### src/rtl/i2c_am_pkg.sv
package i2c_am_pkg;
    // Upper five bits of a 10-bit addressing header byte
    localparam logic [4:0] HDR10_TAG = 5'b11110;
    // Byte value that addresses every target (general call)
    localparam logic [7:0] GCALL_BYTE = 8'h00;
    // Width of a 7-bit address carried in bits [7:1] of the first byte
    localparam int unsigned A7W = 7;
endpackage

### src/rtl/am_slot_cmp.sv
module am_slot_cmp #(
    parameter int AW = 10
) (
    input  logic [AW-1:0] addr_i,
    input  logic [AW-1:0] mask_i,
    input  logic [6:0]    rx7_i,
    input  logic [1:0]    hdr_i,
    input  logic [7:0]    lo_i,
    output logic          hit7_o,
    output logic          hit_hi_o,
    output logic          hit_lo_o
);
    localparam int LOW = AW - 2;

    logic live;
    logic [6:0]     diff7;
    logic [1:0]     diff_hi;
    logic [LOW-1:0] diff_lo;

    always_comb begin
        live    = |addr_i;
        diff7   = (rx7_i ^ addr_i[AW-1 -: 7]) & ~mask_i[AW-1 -: 7];
        diff_hi = (hdr_i ^ addr_i[AW-1 -: 2]) & ~mask_i[AW-1 -: 2];
        diff_lo = (lo_i ^ addr_i[LOW-1:0]) & ~mask_i[LOW-1:0];
        hit7_o   = live && (diff7 == '0);
        hit_hi_o = live && (diff_hi == '0);
        hit_lo_o = live && (diff_lo == '0);
    end
endmodule

### src/rtl/am_low_pick.sv
module am_low_pick #(
    parameter int NSLOT = 4,
    parameter int IW    = 2
) (
    input  logic [NSLOT-1:0] req_i,
    output logic [IW-1:0]    idx_o,
    output logic             any_o
);
    always_comb begin
        idx_o = '0;
        for (int i = NSLOT - 1; i >= 0; i--) begin
            if (req_i[i]) idx_o = IW'(i);
        end
        any_o = |req_i;
    end
endmodule

### src/rtl/am_flag_bank.sv
module am_flag_bank #(
    parameter int NSLOT = 4
) (
    input  logic             clk,
    input  logic             rst_n,
    input  logic [NSLOT-1:0] set_i,
    input  logic [NSLOT-1:0] clr_i,
    output logic [NSLOT-1:0] flags_o
);
    logic [NSLOT-1:0] flags_d, flags_q;

    always_comb begin
        flags_d = (flags_q & ~clr_i) | set_i;
    end

    always_ff @(posedge clk) begin
        if (!rst_n) flags_q <= '0;
        else        flags_q <= flags_d;
    end

    assign flags_o = flags_q;
endmodule

### src/rtl/i2c_addr_match.sv
module i2c_addr_match
    import i2c_am_pkg::*;
#(
    parameter int NSLOT = 4,
    parameter int AW    = 10,
    localparam int IW   = (NSLOT > 1) ? $clog2(NSLOT) : 1
) (
    input  logic                  clk,
    input  logic                  rst_n,
    input  logic                  in_vld,
    input  logic                  in_first,
    input  logic [7:0]            in_byte,
    input  logic                  mode10,
    input  logic                  gc_en,
    input  logic [NSLOT*AW-1:0]   own_addr,
    input  logic [NSLOT*AW-1:0]   own_mask,
    input  logic [NSLOT-1:0]      slot_clr,
    output logic                  match_pulse,
    output logic [IW-1:0]         match_slot,
    output logic                  match_gc,
    output logic                  match_rw,
    output logic [NSLOT-1:0]      slot_flags
);
    typedef struct packed {
        logic [NSLOT-1:0] pend;
        logic             pend_rw;
        logic             pulse;
        logic             gc;
        logic [IW-1:0]    slot;
        logic             rw;
    } st_t;

    st_t st_d, st_q;

    logic [NSLOT-1:0] hit7_v, hihit_v, lohit_v;
    logic [NSLOT-1:0] hits;
    logic             gc_now;
    logic [IW-1:0]    pick_idx;
    logic             pick_any;

    // Per-slot comparators
    for (genvar g = 0; g < NSLOT; g++) begin : g_slot
        am_slot_cmp #(.AW(AW)) u_cmp (
            .addr_i   (own_addr[g*AW +: AW]),
            .mask_i   (own_mask[g*AW +: AW]),
            .rx7_i    (in_byte[7:1]),
            .hdr_i    (in_byte[2:1]),
            .lo_i     (in_byte),
            .hit7_o   (hit7_v[g]),
            .hit_hi_o (hihit_v[g]),
            .hit_lo_o (lohit_v[g])
        );
    end

    // Frame classification: which slots complete a match this cycle
    always_comb begin
        hits   = '0;
        gc_now = 1'b0;
        if (in_vld) begin
            if (in_first) begin
                if (gc_en && in_byte == GCALL_BYTE) begin
                    gc_now = 1'b1;
                end else if (!mode10 && in_byte[7:1] != '0) begin
                    hits = hit7_v;
                end
            end else begin
                hits = st_q.pend & lohit_v;
            end
        end
    end

    am_low_pick #(.NSLOT(NSLOT), .IW(IW)) u_pick (
        .req_i (hits),
        .idx_o (pick_idx),
        .any_o (pick_any)
    );

    am_flag_bank #(.NSLOT(NSLOT)) u_flags (
        .clk     (clk),
        .rst_n   (rst_n),
        .set_i   (hits),
        .clr_i   (slot_clr),
        .flags_o (slot_flags)
    );

    // Next-state logic
    always_comb begin
        st_d       = st_q;
        st_d.pulse = 1'b0;
        st_d.gc    = 1'b0;
        if (in_vld) begin
            st_d.pend = '0;
            if (in_first && mode10 && !gc_now && in_byte[7:3] == HDR10_TAG) begin
                st_d.pend    = hihit_v;
                st_d.pend_rw = in_byte[0];
            end
            if (gc_now) begin
                st_d.pulse = 1'b1;
                st_d.gc    = 1'b1;
                st_d.rw    = 1'b0;
            end else if (pick_any) begin
                st_d.pulse = 1'b1;
                st_d.slot  = pick_idx;
                st_d.rw    = in_first ? in_byte[0] : st_q.pend_rw;
            end
        end
    end

    always_ff @(posedge clk) begin
        if (!rst_n) st_q <= '0;
        else        st_q <= st_d;
    end

    assign match_pulse = st_q.pulse;
    assign match_gc    = st_q.gc;
    assign match_slot  = st_q.slot;
    assign match_rw    = st_q.rw;
endmodule

### config.mk
export PLATFORM = sky130hd
export DESIGN_NAME = i2c_addr_match
export DESIGN_NICKNAME = d
export VERILOG_FILES = /design/src/rtl/i2c_am_pkg.sv /design/src/rtl/am_slot_cmp.sv /design/src/rtl/am_low_pick.sv /design/src/rtl/am_flag_bank.sv /design/src/rtl/i2c_addr_match.sv
export SDC_FILE = /design/constraint.sdc
export NUM_CORES = 1
export LEC_CHECK = 0
export CAP_MARGIN = 25
export CORE_MARGIN = 3
export CORE_UTILIZATION = 42
export DETAILED_ROUTE_END_ITERATION = 10
export DONT_BUFFER_PORTS = 1
export HOLD_SLACK_MARGIN = 0.15
export PLACE_DENSITY = 0.66
export SYNTH_ARGS = -nofsm -noshare
export SYNTH_HDL_FRONTEND = slang
export SYNTH_SLANG_ARGS = --single-unit
### constraint.sdc
create_clock -name clk -period 1.6 [get_ports clk]
set_input_delay 0.08 -clock clk [delete_from_list [all_inputs] [get_ports clk]]
set_output_delay 0.08 -clock clk [all_outputs]
set_load 0.05 [all_outputs]
Word-level counts from Yosys, hierarchy flattened
Index checks and enable logic that the tools add are counted.
{"block": "op_classes", "add_sub_neg": 0, "mul": 0, "div": 0, "magnitude_cmp": 0, "eq_ne": 1, "n_shift": 0, "n_mux": 18, "bitwise": 41, "reduce_logical": 43}
{"cell": "zero test 8 bit", "n": 5}
{"cell": "OR reduction 10 bit", "n": 4}
{"cell": "bitwise AND 8 bit", "n": 4}
{"cell": "NOT 8 bit", "n": 4}
{"cell": "XOR 8 bit", "n": 4}
{"cell": "bitwise AND 7 bit", "n": 4}
{"cell": "zero test 7 bit", "n": 4}
{"cell": "NOT 7 bit", "n": 4}
{"cell": "XOR 7 bit", "n": 4}
{"cell": "logical AND 1 bit", "n": 17}
{"cell": "two-way mux 4 bit", "n": 4}
{"cell": "two-way mux 1 bit", "n": 9}
{"cell": "bitwise AND 2 bit", "n": 4}
{"cell": "bitwise AND 4 bit", "n": 2}
{"cell": "zero test 2 bit", "n": 4}
{"cell": "two-way mux 2 bit", "n": 4}
{"cell": "NOT 2 bit", "n": 4}
{"cell": "XOR 2 bit", "n": 4}
{"cell": "nonzero test 7 bit", "n": 1}
{"cell": "AND reduction 2 bit", "n": 3}
{"cell": "== test 5 bit, second input constant", "n": 1}
{"cell": "two-way mux 5 bit", "n": 1}
{"cell": "NOT 4 bit", "n": 1}
{"cell": "OR 4 bit", "n": 1}
{"cell": "other kinds (5)", "n": 6}
{"block": "totals", "register_bits": 14, "latchBits": 0, "ram_bits": 0, "rom_bits": 0, "input_bits": 98, "output_inout_bits": 9, "word_cells": 110, "n_memories": 0}

Depth between registers and ports, before layout
Gate-level depths: netlist of run 1.
{"block": "logic_depth", "ltp_word": 12, "mapped_depth": 8, "mapped_depth_nobuf": 6}

By module
A second synthesis of run 1 with hierarchy kept.
{"block": "unflattened", "hier_cells": 216, "area_unflattened_um2": 1789.2}
{"mod": "am_slot_cmp", "n_inst": 4, "cells_each": 33, "area_each_um2": 252.7, "seq_area_each_um2": 0.0}
{"mod": "i2c_addr_match", "n_inst": 1, "cells_each": 65, "area_each_um2": 578.1, "seq_area_each_um2": 200.2}
{"mod": "am_flag_bank", "n_inst": 1, "cells_each": 12, "area_each_um2": 165.2, "seq_area_each_um2": 80.1}
{"mod": "am_low_pick", "n_inst": 1, "cells_each": 7, "area_each_um2": 35.0, "seq_area_each_um2": 0.0}

Least setup slack after synthesis of run 1
OpenSTA, ideal clock, no wires.
{"block": "synth_timing", "path_kind": "in2reg", "from": "input port own_addr[22]", "to": "register st_q, in the netlist match_pulse", "setup_ns": 0.115, "arrival_ns": 1.471, "slack_ns": 0.015, "path_stages": 6, "path_buffers": 0, "cell_sequence": "or4_4 nor4_4 nor4_1 a22oi_2 nand4_2 o21a_1"}
{"block": "synth_via", "elab_chain_cells": 10, "word_cells_on_any_way": 14}
{"item": "start, declared", "line": "i2c_addr_match.sv:15", "rtl": "input logic [NSLOT*AW-1:0] own_addr,"}
{"item": "XOR 8 bit", "line": "am_slot_cmp.sv:24", "rtl": "diff_lo = (lo_i ^ addr_i[LOW-1:0]) & ~mask_i[LOW-1:0];"}
{"item": "bitwise AND 8 bit", "line": "am_slot_cmp.sv:24"}
{"item": "zero test 8 bit", "line": "am_slot_cmp.sv:27", "rtl": "hit_lo_o = live && (diff_lo == '0);"}
{"item": "logical AND 1 bit", "line": "am_slot_cmp.sv:27"}
{"item": "bitwise AND 4 bit", "line": "i2c_addr_match.sv:67", "rtl": "hits = st_q.pend & lohit_v;"}
{"item": "two-way mux 4 bit *", "line": "i2c_addr_match.sv:60", "rtl": "if (in_first) begin"}
{"item": "two-way mux 4 bit *", "line": "i2c_addr_match.sv:59", "rtl": "if (in_vld) begin"}
{"item": "OR reduction 4 bit *", "line": "am_low_pick.sv:14", "rtl": "any_o = |req_i;"}
{"item": "two-way mux 1 bit *", "line": "i2c_addr_match.sv:101", "rtl": "end else if (pick_any) begin"}
{"item": "two-way mux 1 bit *", "line": "i2c_addr_match.sv:97", "rtl": "if (gc_now) begin"}
{"item": "end signal, assigned", "line": "i2c_addr_match.sv:111", "rtl": "else st_q <= st_d;"}
{"item": "end, declared", "line": "i2c_addr_match.sv:33", "rtl": "st_t st_d, st_q;"}
Every way passes the cells marked *; elsewhere a longest branch is shown, timed or not.
A chain may end at the register's enable or synchronous reset.

Final worst setup path of run 1
Same ends and word-level chain as after synthesis.

==> out/metrics.csv, run 1 <==
stage,metric,value,unit
detailed_routing,m1WireLength,2.215,mm
detailed_routing,dr_wl_met3,525,µm
logic_synthesis,synth_cell_type_count,34,
placed_design,detailed_place_hpwl,4.394,mm
critical_path,crit_fanout,3,
grt,grt_overflow,0,
die,die_x,71.41,µm
min_path,worstHoldPathCells,3,
grt,grt_pass1_vias,1842,
logic_synthesis,seq_area_frac_synth,0.1560,
die,area_of_the_core_region,4058,µm²
timing,setup_viol_count_final,0,
detailed_routing,detail_route.vias_per_cell,5.986,
pwr,power.ir.vdd_worst,193.4,µV
grt,grt_start_max_net_pins,16,
min_path,hp-class,in -> reg,
logic_synthesis,synth_seq_cells,14,
critical_path,path_class,in -> reg,
logic_synthesis,synthCells,215,
detailed_routing,routed-via-count,1676,
timing,timing_hold_violations_final,0,
critical_path,reg2reg_to,match_slot[1]$_SDFFE_PN0P_,
logic_synthesis,synth.yosys.warnings,0,
clock_network,clock_latency,0.25,ns
detailed_routing,first_pass_iteration_count_of_the_detailed_router,4,
grt,grt_use_total,0.2132,
min_path,worst_hold_startpoint,in_byte[0],
logic_synthesis,synth.net_count,313,
placed_design,port_buffers,0,
timing,highest_clock_frequency_the_design_can_meet,710.4,MHz
clock_network,cts_setup_buffers,0,
detailed_routing,wire_per_inst,19.59,µm
clock_network,cts_htree_levels,1,
timing,worst-slew-pin-transition,0.5607,ns
final_layout,antennaDiodeCount,0,
critical_path,timing.critical_path.required,1.75,ns
clock_network,cts.reportedPaths.clkPinSlew,0.06,ns
critical_path,cp.buffers_inverters,0,
die,standard_cell_rows,23,
pwr,power.leakage,0.6482,nW
pwr,post-layout-total-power,1.072,mW
die,die_height,71.41,µm
clock_network,post_cts_hold_buffer_count,7,
critical_path,worst_setup_path_start_kind,primary input,
job,max_cap_viol_count,0,
critical_path,rr_worst_depth,6,
placed_design,rd_place_congestion,0.8406,
final_layout,post_route_cells_drive_above_1_share,0.1565,
final_layout,multiInputGateArea,1416,µm²
final_layout,fillerInstances,409,
logic_synthesis,syn_area,1797,µm²
critical_path,max_stage_delay,0.53,ns
clock_network,numClockSinks,14,
timing,setup_total_negative_slack,0,ns
min_path,hold-path-endpoint,match_rw$_SDFFE_PN0P_,
final_layout,syn2layout_area_growth,13.86,%
clock_network,max-clock-path-buffers,2,
critical_path,cp_slowest_cell,or4_4,
critical_path,timing.critical_path.arrival,1.55,ns
clock_network,clock_tree.root_cell,clkbuf_8,
clock_network,post_cts_resize_count,0,
critical_path,timing.critical_path.max_delay_family,simple AND/OR/NAND/NOR gates,
timing,timing.final.crit_share,0.8798,
critical_path,crit_end_element,flop,
timing,layout_min_cycle_time,1.408,ns
detailed_routing,route.final.wire_length,5.485,mm
die,floorplan.initialDensity,0.4428,
final_layout,finish.instance_area,2046,µm²
final_layout,finalCoreUtilization,0.5042,
status,run_status,completed,
placed_design,placed_area,1921,µm²
clock_network,tritoncts,yes,
die,floorplan.io_pins,107,
final_layout,final_nets,329,
detailed_routing,route.detailed.drc,0,
timing,rsz_0062_raised_after_global_routing,no,
critical_path,cp_cell_sequence,or4_4 > nor4_4 > nor4_1 > a22oi_2 > nand4_2 > o21a_1,
logic_synthesis,syn_avg_cell_area,8.357,µm²
critical_path,rrSetupSlack,0.21,ns
detailed_routing,first_iter_violations,47,
critical_path,r2r-start,st_q[7]$_SDFFE_PN0P_,
grt,antenna_found_initial,0,
die,die_area,5099,µm²
pwr,power_density,524.1,nW/µm²
detailed_routing,detail-route-antenna-nets,0,
detailed_routing,dr_wl_met2,2.658,mm
clock_network,number_of_buffers_created_by_cts,3,
timing,max_slew_margin,0.6227,
timing,timing.clock.skew,0.004204,ns
timing,final-max-slew-violation-count,0,
final_layout,register_area,280.3,µm²
detailed_routing,top_layer_used,met4,
grt,first_pass_grt_wire_length,8.687,mm
logic make-up after synthesis:
group	after synthesis	share of synthesized area
buf+inv	21	0.05571
simple gates	59	0.2284
xor+xnor	68	0.3315
flops	14	0.1560
compound gates	50	0.2110
mux	3	0.01741
metal layers:
| metal | GRT usage | up-vias |
|---|---|---|
| li1 | - | 811 |
| met1 | 0.2579 | 762 |
| met2 | 0.3622 | 92 |
| met3 | 0.05610 | 11 |
| met4 | 0.07724 | 0 |
| met5 | 0 | - |
per-stage QoR:
step                      instances  setup slack, ns  hold WS [ns]
after global routing            280          0.05642        0.1921
after floorplan                 215          0.01468        0.2338
final                           280           0.1924        0.1745
after global placement          269         -0.04189        0.1989
after CTS                       280           0.1779        0.1821
after detailed placement        269         -0.07321        0.2013
cell usage after synthesis:
library cell,n,area (µm²)
a211o_1,1,8.760
mux2i_1,2,20.02
nand3b_1,1,7.510
clkbuf_1,5,18.77
or4_1,5,37.54
a22o_1,1,8.760
nand3_1,1,5.000
and2_1,5,31.28
a22oi_2,2,25.02
o21a_1,1,7.510
dfxtp_1,14,280.3
nand2b_1,4,25.02
a21oi_1,1,5.000
o32ai_1,4,35.03
o22ai_1,28,175.2
o21ai_0,1,5.000
buf_4,4,30.03
nor4_1,10,62.56
nor2b_1,2,12.51
nand2_1,4,15.01
mux2_2,1,11.26
nand4_2,1,12.51
nor2_1,16,60.06
o211ai_1,4,30.03
a31oi_1,1,6.260
buf_2,5,25.02
or4_4,4,45.04
nand4_1,1,6.260
inv_1,7,26.28
nor3_1,1,5.000
nor4_4,4,85.08
a21boi_0,4,30.03
xnor2_1,68,595.6
a22oi_4,2,42.54
report_power, final:
group | total [mW] | switching (mW) | internal (mW)
registers | 0.359 | 0.00536 | 0.354
clock network | 0.353 | 0.135 | 0.218
logic | 0.360 | 0.143 | 0.217
total | 1.07 | 0.283 | 0.789
how the worst max path moves through the flow:
stage,start,to,slack (ns),cells after the start
CTS,own_addr[22],match_pulse$_SDFF_PN0_,0.18,6
global placement,own_addr[22],match_pulse$_SDFF_PN0_,-0.04,6
floorplan,own_addr[22],match_pulse$_SDFF_PN0_,0.01,6
global route,own_addr[5],match_slot[1]$_SDFFE_PN0P_,0.06,7
finish,own_addr[22],match_pulse$_SDFF_PN0_,0.19,6
detailed placement,own_addr[22],match_pulse$_SDFF_PN0_,-0.07,6
placed cells by master, fill, tap and decap left out, drive strengths merged, types with 2 or more instances in the layout:
cell type | netlist | routed
nand2 | 4 | 4
inv | 7 | 7
or4 | 9 | 9
dlygate4sd3 | 0 | 7
nor2 | 16 | 16
nor4 | 14 | 14
o22ai | 28 | 28
o32ai | 4 | 4
nor2b | 2 | 2
dfxtp | 14 | 14
nand2b | 4 | 4
mux2i | 2 | 2
clkbuf | 5 | 4
nand4 | 2 | 2
a21boi | 4 | 4
o211ai | 4 | 4
xnor2 | 68 | 68
a22oi | 4 | 4
buf | 9 | 18
and2 | 5 | 5
sequential cells by signal, summed over array words and instances (netlist names):
signal and flops:
match_gc 1, match_rw 1, match_pulse 1, match_slot 2, st_q 5, u_flags.flags_o 4
area by class of cell:
type / instances / share of cell area
inverters: 7 / 0.01284
repair buffers: 25 / 0.1003
clock buffers: 4 / 0.02691
flip-flops and latches: 14 / 0.1370
well taps: 50 / 0.03058
multi-input cells: 180 / 0.6924
worst min-delay path: cells and delay by family:
kind	cells	cell delay [ns]
muxes	2	0.25
and+or+nand+nor	1	0.05
Power figures use the tool's default switching activity.
==> run 2, diff against run 1 <==
--- a/config.mk
+++ b/config.mk
@@ -6,12 +6,15 @@
 export NUM_CORES = 1
 export LEC_CHECK = 0
 export CAP_MARGIN = 25
+export CELL_PAD_IN_SITES_DETAIL_PLACEMENT = 0
+export CELL_PAD_IN_SITES_GLOBAL_PLACEMENT = 2
 export CORE_MARGIN = 3
-export CORE_UTILIZATION = 42
+export CORE_UTILIZATION = 30
 export DETAILED_ROUTE_END_ITERATION = 10
 export DONT_BUFFER_PORTS = 1
 export HOLD_SLACK_MARGIN = 0.15
-export PLACE_DENSITY = 0.66
+export PLACE_DENSITY = 0.82
 export SYNTH_ARGS = -nofsm -noshare
 export SYNTH_HDL_FRONTEND = slang
+export SYNTH_HIERARCHICAL = 1
 export SYNTH_SLANG_ARGS = --single-unit
==> run 2 against run 1 <==
The run now ends with setup timing left. Critical path depth increased by 2. Largest power group unchanged. Count of clock-buffer cells in the layout is the same. Fmax fell by 14%. First-iteration DRC count increased by 79%. Critical path type unchanged. Cell count increased by 12%. Via count up 8.4%.
==> out/metrics.csv, run 2 <==
stage,metric,value,unit
timing,max_slew_margin,0.5923,
critical_path,max_stage_delay,0.57,ns
grt,grt_overflow,0,
grt,first_pass_grt_wire_length,9.956,mm
timing,final-max-slew-violation-count,0,
grt,grt_pass1_vias,2013,
detailed_routing,route.final.wire_length,6.077,mm
logic_synthesis,yosys-top-cells-area,"xnor2_1 33%, dfxtp_1 16%, o22ai_1 7.0%",
clock_network,tritoncts,yes,
critical_path,rr_worst_depth,7,
final_layout,finalCoreUtilization,0.3941,
final_layout,layout.cells.most_common_list,"64 x xnor2_1, 20 x o22ai_1, 18 x buf_4, 14 x dfxtp_1, 13 x nor4_1",
placed_design,post-place-ws,-0.2933,ns
pwr,power_density,488.4,nW/µm²
critical_path,timing.critical_path.arrival,1.78,ns
logic_synthesis,synthCells,216,
grt,grt_use_total,0.1741,
logic_synthesis,yosysMostFrequentCell,xnor2_1,
final_layout,post_route_cells_drive_above_1_share,0.2066,
final_layout,layout.cells.most_common,xnor2_1,
logic_synthesis,synth_cell_type_count,37,
critical_path,path_common_cell,nor2_2,
clock_network,number_of_buffers_created_by_cts,3,
status,run_status,finished with violations,
critical_path,cp_cell_sequence,or4_4 > o31ai_4 > a21oi_2 > nor2_2 > nand2_1 > nand2_2 > nor2_2 > o221a_2,
placed_design,port_buffers,0,
die,die_x,83.23,µm
detailed_routing,first_pass_iteration_count_of_the_detailed_router,4,
detailed_routing,wire_per_inst,19.35,µm
timing,timing.clock.skew,0.002719,ns
logic_synthesis,synth.net_count,314,
die,floorplan.io_pins,107,
clock_network,clock_latency,0.25,ns
pwr,power.leakage,0.6578,nW
die,standard_cell_rows,27,
grt,grt_start_max_net_pins,16,
logic_synthesis,synth.yosys.warnings,6,
critical_path,cp_slowest_cell,or4_4,
detailed_routing,detail-route-antenna-nets,0,
clock_network,clock_tree.root_cell,clkbuf_8,
min_path,hp-class,in -> reg,
status,violations_in_the_final_reports,setup timing,
timing,layout_min_cycle_time,1.639,ns
critical_path,worst_setup_path_start_kind,primary input,
detailed_routing,detail_route.vias_per_cell,5.787,
detailed_routing,first_iter_violations,84,
timing,rsz_0062_raised_after_global_routing,yes,
timing,setup_viol_count_final,1,
detailed_routing,routed-via-count,1817,
critical_path,crit_fanout,14,
critical_path,r2r-start,st_q[8]$_SDFFE_PN0P_,
timing,layout_setup_ws,-0.03902,ns
placed_design,detailed_place_hpwl,4.696,mm
final_layout,final_nets,341,
timing,worst-slew-pin-transition,0.6059,ns
clock_network,cts_htree_levels,1,
logic_synthesis,netlist.area_leader.share,0.3329,
critical_path,termination_of_the_worst_setup_path,match_rw$_SDFFE_PN0P_,
timing,final.hold.worst_slack,0.1485,ns
logic_synthesis,synth_seq_cells,14,
critical_path,rrSetupSlack,0.28,ns
die,die_height,83.23,µm
pwr,power.ir.vdd_worst,233.7,µV
critical_path,path_class,in -> reg,
clock_network,cts.reportedPaths.clkPinSlew,0.06,ns
job,max_cap_viol_count,0,
final_layout,largest_register_ff_count,5,
final_layout,max_flop_register,st_q,
placed_design,rd_place_congestion,0.7843,
die,die_area,6926,µm²
logic_synthesis,syn_avg_cell_area,8.283,µm²
timing,timing.final.crit_share,1.024,
final_layout,syn2layout_area_growth,24.27,%
timing,timing_hold_violations_final,0,
die,floorplan.initialDensity,0.3171,
critical_path,crit_path_start,in_byte[2],
logic_synthesis,dominantRegCellSynth,dfxtp_1,
critical_path,crit_end_element,flop,
critical_path,timing.critical_path.required,1.74,ns
clock_network,max-clock-path-buffers,2,
timing,highest_clock_frequency_the_design_can_meet,610.1,MHz
clock_network,numClockSinks,14,
detailed_routing,route.detailed.drc,0,
critical_path,reg2reg_to,match_slot[0]$_SDFFE_PN0P_,
grt,antenna_found_initial,0,
logic_synthesis,syn_area,1789,µm²
die,area_of_the_core_region,5642,µm²
logic_synthesis,synth-edff-count,0,
logic_synthesis,seq_area_frac_synth,0.1566,
logic_synthesis,synth_largest_area_cell,xnor2_1,
logic_synthesis,synthTopCellsByCount,"68 x xnor2_1, 20 x o22ai_1, 14 x dfxtp_1, 14 x nor4_1, 8 x nor2_1",
final_layout,antennaDiodeCount,0,
logic_synthesis,asyncSetResetFlopFracSynth,0,
run 2: power by group:
| group | switching [mW] | internal [mW] | leakage [nW] |
|---|---|---|---|
| Clock | 0.136 | 0.218 | 0.0288 |
| Sequential | 0.00296 | 0.351 | 0.113 |
| Combinational | 0.140 | 0.237 | 0.516 |
| Total | 0.279 | 0.807 | 0.658 |
run 2: timing repair:
| item | CTS | global route |
|---|---|---|
| endpoints found under the hold margin | 14 | 0 |
| pin swaps | 0 | 13 |
| hold buffers | 9 | 0 |
| resized for setup | 2 | 17 |
| endpoints found under the setup margin | 3 | 3 |
| setup buffers | 0 | 2 |
run 2: metrics by stage:
step | cells | total power, mW | setup TNS, ns | cell area [µm²]
floorplan | 216 | 0.6566 | -0.4125 | 1789
global placement | 299 | 0.6936 | -0.9937 | 1971
detailed placement | 299 | 0.6948 | -1.036 | 1971
CTS | 312 | 1.074 | 0 | 2126
global route | 314 | 1.154 | -0.1740 | 2223
finish | 314 | 1.086 | -0.03902 | 2223
run 2: critical path, delay by kind of cell:
family,cells,cell delay [ns]
AND/OR/NAND/NOR,5,0.96
AO/OA/AOI/OAI,3,0.72
run 2: cell families after synthesis:
kind of cell,after synthesis,synth area share
XOR/XNOR,68,0.3329
AND/OR/NAND/NOR,64,0.2224
AO/OA/AOI/OAI,60,0.2510
flip-flops,14,0.1566
buffers and inverters,7,0.02028
multiplexers,3,0.01678
run 2: per-layer routing:
metal	wire length, µm	up-vias	global-route usage
met1	2453	844	0.2070
li1	-	874	-
met5	0	-	0
met4	50	0	0.04458
met3	742	5	0.06151
met2	2831	94	0.2966
run 2: how the worst min path moves through the flow:
| stage | startpoint | to | slack [ns] | depth (start not counted) |
|---|---|---|---|---|
| after detailed placement | rst_n | u_flags/flags_o[0]$_SDFF_PN0_ | 0.20 | 1 |
| after global routing | in_vld | st_q[9]$_SDFFE_PN0P_ | 0.18 | 3 |
| final | in_vld | st_q[9]$_SDFFE_PN0P_ | 0.15 | 3 |
| after floorplan | rst_n | u_flags/flags_o[0]$_SDFF_PN0_ | 0.20 | 1 |
| after CTS | in_vld | st_q[9]$_SDFFE_PN0P_ | 0.15 | 3 |
| after global placement | rst_n | u_flags/flags_o[1]$_SDFF_PN0_ | 0.20 | 1 |
run 2: area by class of cell:
cell class | instances | area, µm²
clock buffer | 4 | 55.05
tap | 72 | 90.09
sequential | 14 | 280.3
timing repair buffer | 27 | 225.2
multi-input combinational | 195 | 1565
inverter | 2 | 7.507
fill | 578 | 3418
==> run 3, diff against run 2 <==
--- a/config.mk
+++ b/config.mk
@@ -14,6 +14,7 @@
 export DONT_BUFFER_PORTS = 1
 export HOLD_SLACK_MARGIN = 0.15
 export PLACE_DENSITY = 0.82
+export REMOVE_ABC_BUFFERS = 1
 export SYNTH_ARGS = -nofsm -noshare
 export SYNTH_HDL_FRONTEND = slang
 export SYNTH_HIERARCHICAL = 1
==> run 3 against run 2 <==
The run ends with hold timing left. Cell area decreased by 0.90%. Worst hold slack lost 0.16 ns. Flip-flop and latch count stayed put. Count of clock-buffer cells in the layout is the same. Critical path depth unchanged. Utilization decreased by 0.35 points. Worst setup slack improved by 0.057 ns. Wire length fell by 3.0%. Clock power decreased by 3%. Sequential power about the same. Sequential share of layout area is 0.11 points higher. Global-route usage shrank 0.74 points.
==> out/metrics.csv, run 3 (same netlist as run 2, synthesis figures left out) <==
stage,metric,value,unit
die,standard_cell_rows,27,
detailed_routing,dr_wl_met3,671,µm
timing,timing.final.crit_share,0.9888,
timing,rsz_0062_raised_after_global_routing,yes,
critical_path,cp_cell_sequence,or4_4 > o31ai_4 > a21oi_2 > nor2_2 > nand2_2 > nand2_4 > nor2_2 > o221a_2,
grt,grt_start_max_net_pins,16,
die,floorplan.initialDensity,0.3171,
placed_design,detailed_place_hpwl,4.650,mm
critical_path,r2r-start,st_q[9]$_SDFFE_PN0P_,
critical_path,rrSetupSlack,0.35,ns
status,violations_in_the_final_reports,hold timing,
grt,first_pass_grt_wire_length,9.522,mm
detailed_routing,route.final.wire_length,5.895,mm
final_layout,finalNonFillerCells,311,
critical_path,path_class,in -> reg,
timing,final-max-slew-violation-count,0,
timing,max_slew_margin,0.5551,
final_layout,syn2layout_area_growth,23.15,%
clock_network,numClockSinks,14,
critical_path,rr_worst_depth,7,
final_layout,final_nets,338,
clock_network,tritoncts,yes,
die,floorplan.io_pins,107,
clock_network,clock_latency,0.24,ns
clock_network,clock_tree.root_cell,clkbuf_8,
die,die_area,6926,µm²
critical_path,max_stage_delay,0.56,ns
die,area_of_the_core_region,5642,µm²
timing,final.hold.worst_slack,-0.01303,ns
critical_path,termination_of_the_worst_setup_path,match_rw$_SDFFE_PN0P_,
die,die_x,83.23,µm
die,die_height,83.23,µm
grt,grt_overflow,0,
clock_network,cts.reportedPaths.clkPinSlew,0.06,ns
grt,grt_pass1_vias,1962,
final_layout,register_area,280.3,µm²
pwr,power.leakage,0.6378,nW
clock_network,cts_setup_buffers,0,
placed_design,placed_cells,300,
critical_path,path_common_cell,nor2_2,
final_layout,fillerInstances,584,
status,run_status,finished with violations,
critical_path,reg2reg_to,match_slot[0]$_SDFFE_PN0P_,
detailed_routing,first_iter_violations,51,
clock_network,max-clock-path-buffers,2,
timing,layout_min_cycle_time,1.582,ns
detailed_routing,detail-route-antenna-nets,0,
detailed_routing,first_pass_iteration_count_of_the_detailed_router,4,
critical_path,timing.critical_path.arrival,1.72,ns
job,max_cap_viol_count,0,
final_layout,layout.cells.most_common,xnor2_1,
final_layout,post_route_cells_drive_above_1_share,0.2092,
detailed_routing,detail_route.vias_per_cell,5.723,
clock_network,post_cts_hold_buffer_count,7,
placed_design,placed_area,1978,µm²
final_layout,largest_register_ff_count,5,
critical_path,crit_path_start,in_byte[2],
min_path,worstHoldPathCells,2,
critical_path,cp_slowest_cell,or4_4,
clock_network,cts_htree_levels,1,
placed_design,rd_place_congestion,0.8248,
timing,timing.clock.skew,0.0007124,ns
detailed_routing,m1WireLength,2.314,mm
critical_path,timing.critical_path.required,1.74,ns
critical_path,crit_fanout,14,
critical_path,crit_end_element,flop,
final_layout,layout.cells.most_common_list,"67 x xnor2_1, 20 x o22ai_1, 16 x buf_4, 14 x dfxtp_1, 11 x nor4_1",
pwr,power.ir.vdd_worst,280.5,µV
detailed_routing,route.detailed.drc,0,
final_layout,multiInputGateArea,1569,µm²
detailed_routing,routed-via-count,1780,
timing,setup_viol_count_final,0,
pwr,power_density,488.9,nW/µm²
detailed_routing,dr_wl_met2,2.880,mm
detailed_routing,wire_per_inst,18.95,µm
grt,grt_use_total,0.1667,
detailed_routing,top_layer_used,met4,
timing,worst-slew-pin-transition,0.6612,ns
final_layout,finish.instance_area,2203,µm²
final_layout,antennaDiodeCount,0,
clock_network,number_of_buffers_created_by_cts,3,
min_path,hp-class,in -> reg,
timing,timing_hold_violations_final,1,
grt,antenna_found_initial,0,
final_layout,max_flop_register,st_q,
placed_design,port_buffers,0,
timing,highest_clock_frequency_the_design_can_meet,632.1,MHz
critical_path,worst_setup_path_start_kind,primary input,
## run 3: changes by cell type in the layout (fill, tap and decap cells not counted), sizes merged
cell / change
buf: -1
dlygate4sd3: -2
## run 3: power by group
part           leakage (nW)  total [mW]  internal, mW  switching (mW)
sequential            0.113       0.354         0.351         0.00294
combinational         0.496       0.379         0.234           0.145
clock                0.0288       0.344         0.218           0.126
total                 0.638        1.08         0.803           0.274
## run 3: critical path, delay by kind of cell
family | cells | cell delay (ns)
compound gates | 3 | 0.69
simple gates | 5 | 0.95
## run 3: how the worst min path moves through the flow
stage	start	slack, ns	end
CTS	in_vld	-0.02	match_pulse$_SDFF_PN0_
floorplan	rst_n	0.20	u_flags/flags_o[0]$_SDFF_PN0_
global placement	rst_n	0.20	u_flags/flags_o[2]$_SDFF_PN0_
global route	in_vld	-0.008	match_pulse$_SDFF_PN0_
detailed placement	rst_n	0.20	u_flags/flags_o[0]$_SDFF_PN0_
finish	in_vld	-0.01	match_pulse$_SDFF_PN0_
## run 3: final cells by class
cell class              count  share of cell area
clock buffers               4             0.02499
inverters                   2            0.003407
multi-input cells         195              0.7121
flip-flops and latches     14              0.1272
well taps                  72             0.04089
repair buffers             24             0.09143
## run 3: routing by layer
layer / vias to the layer above / global-route usage
met4: 0 / 0.02229
li1: 861 / -
met3: 2 / 0.06250
met2: 80 / 0.2974
met1: 837 / 0.1934
met5: - / 0
## run 3: timing repair
item | in CTS | in global routing
pin swaps | 2 | 22
endpoints found under the setup margin | 3 | 3
gates cloned | 0 | 0
endpoints found under the hold margin | 14 | 5
resized for setup | 2 | 20
## run 3: stage by stage
stage	utilization	setup TNS, ns	worst slack [ns]	power [mW]	hold WS (ns)
6_report	0.3906	0	0.01791	1.077	-0.01303
5_1_grt	0.3906	-0.07279	-0.03387	1.149	-0.008339
3_5_place_dp	0.3506	-1.150	-0.3208	0.6961	0.2040
2_1_floorplan	-	-0.5937	-0.2224	0.6526	0.1975
4_1_cts	0.3746	0	0.001680	1.075	-0.02424
3_3_place_gp	0.3506	-1.085	-0.3251	0.6944	0.2011
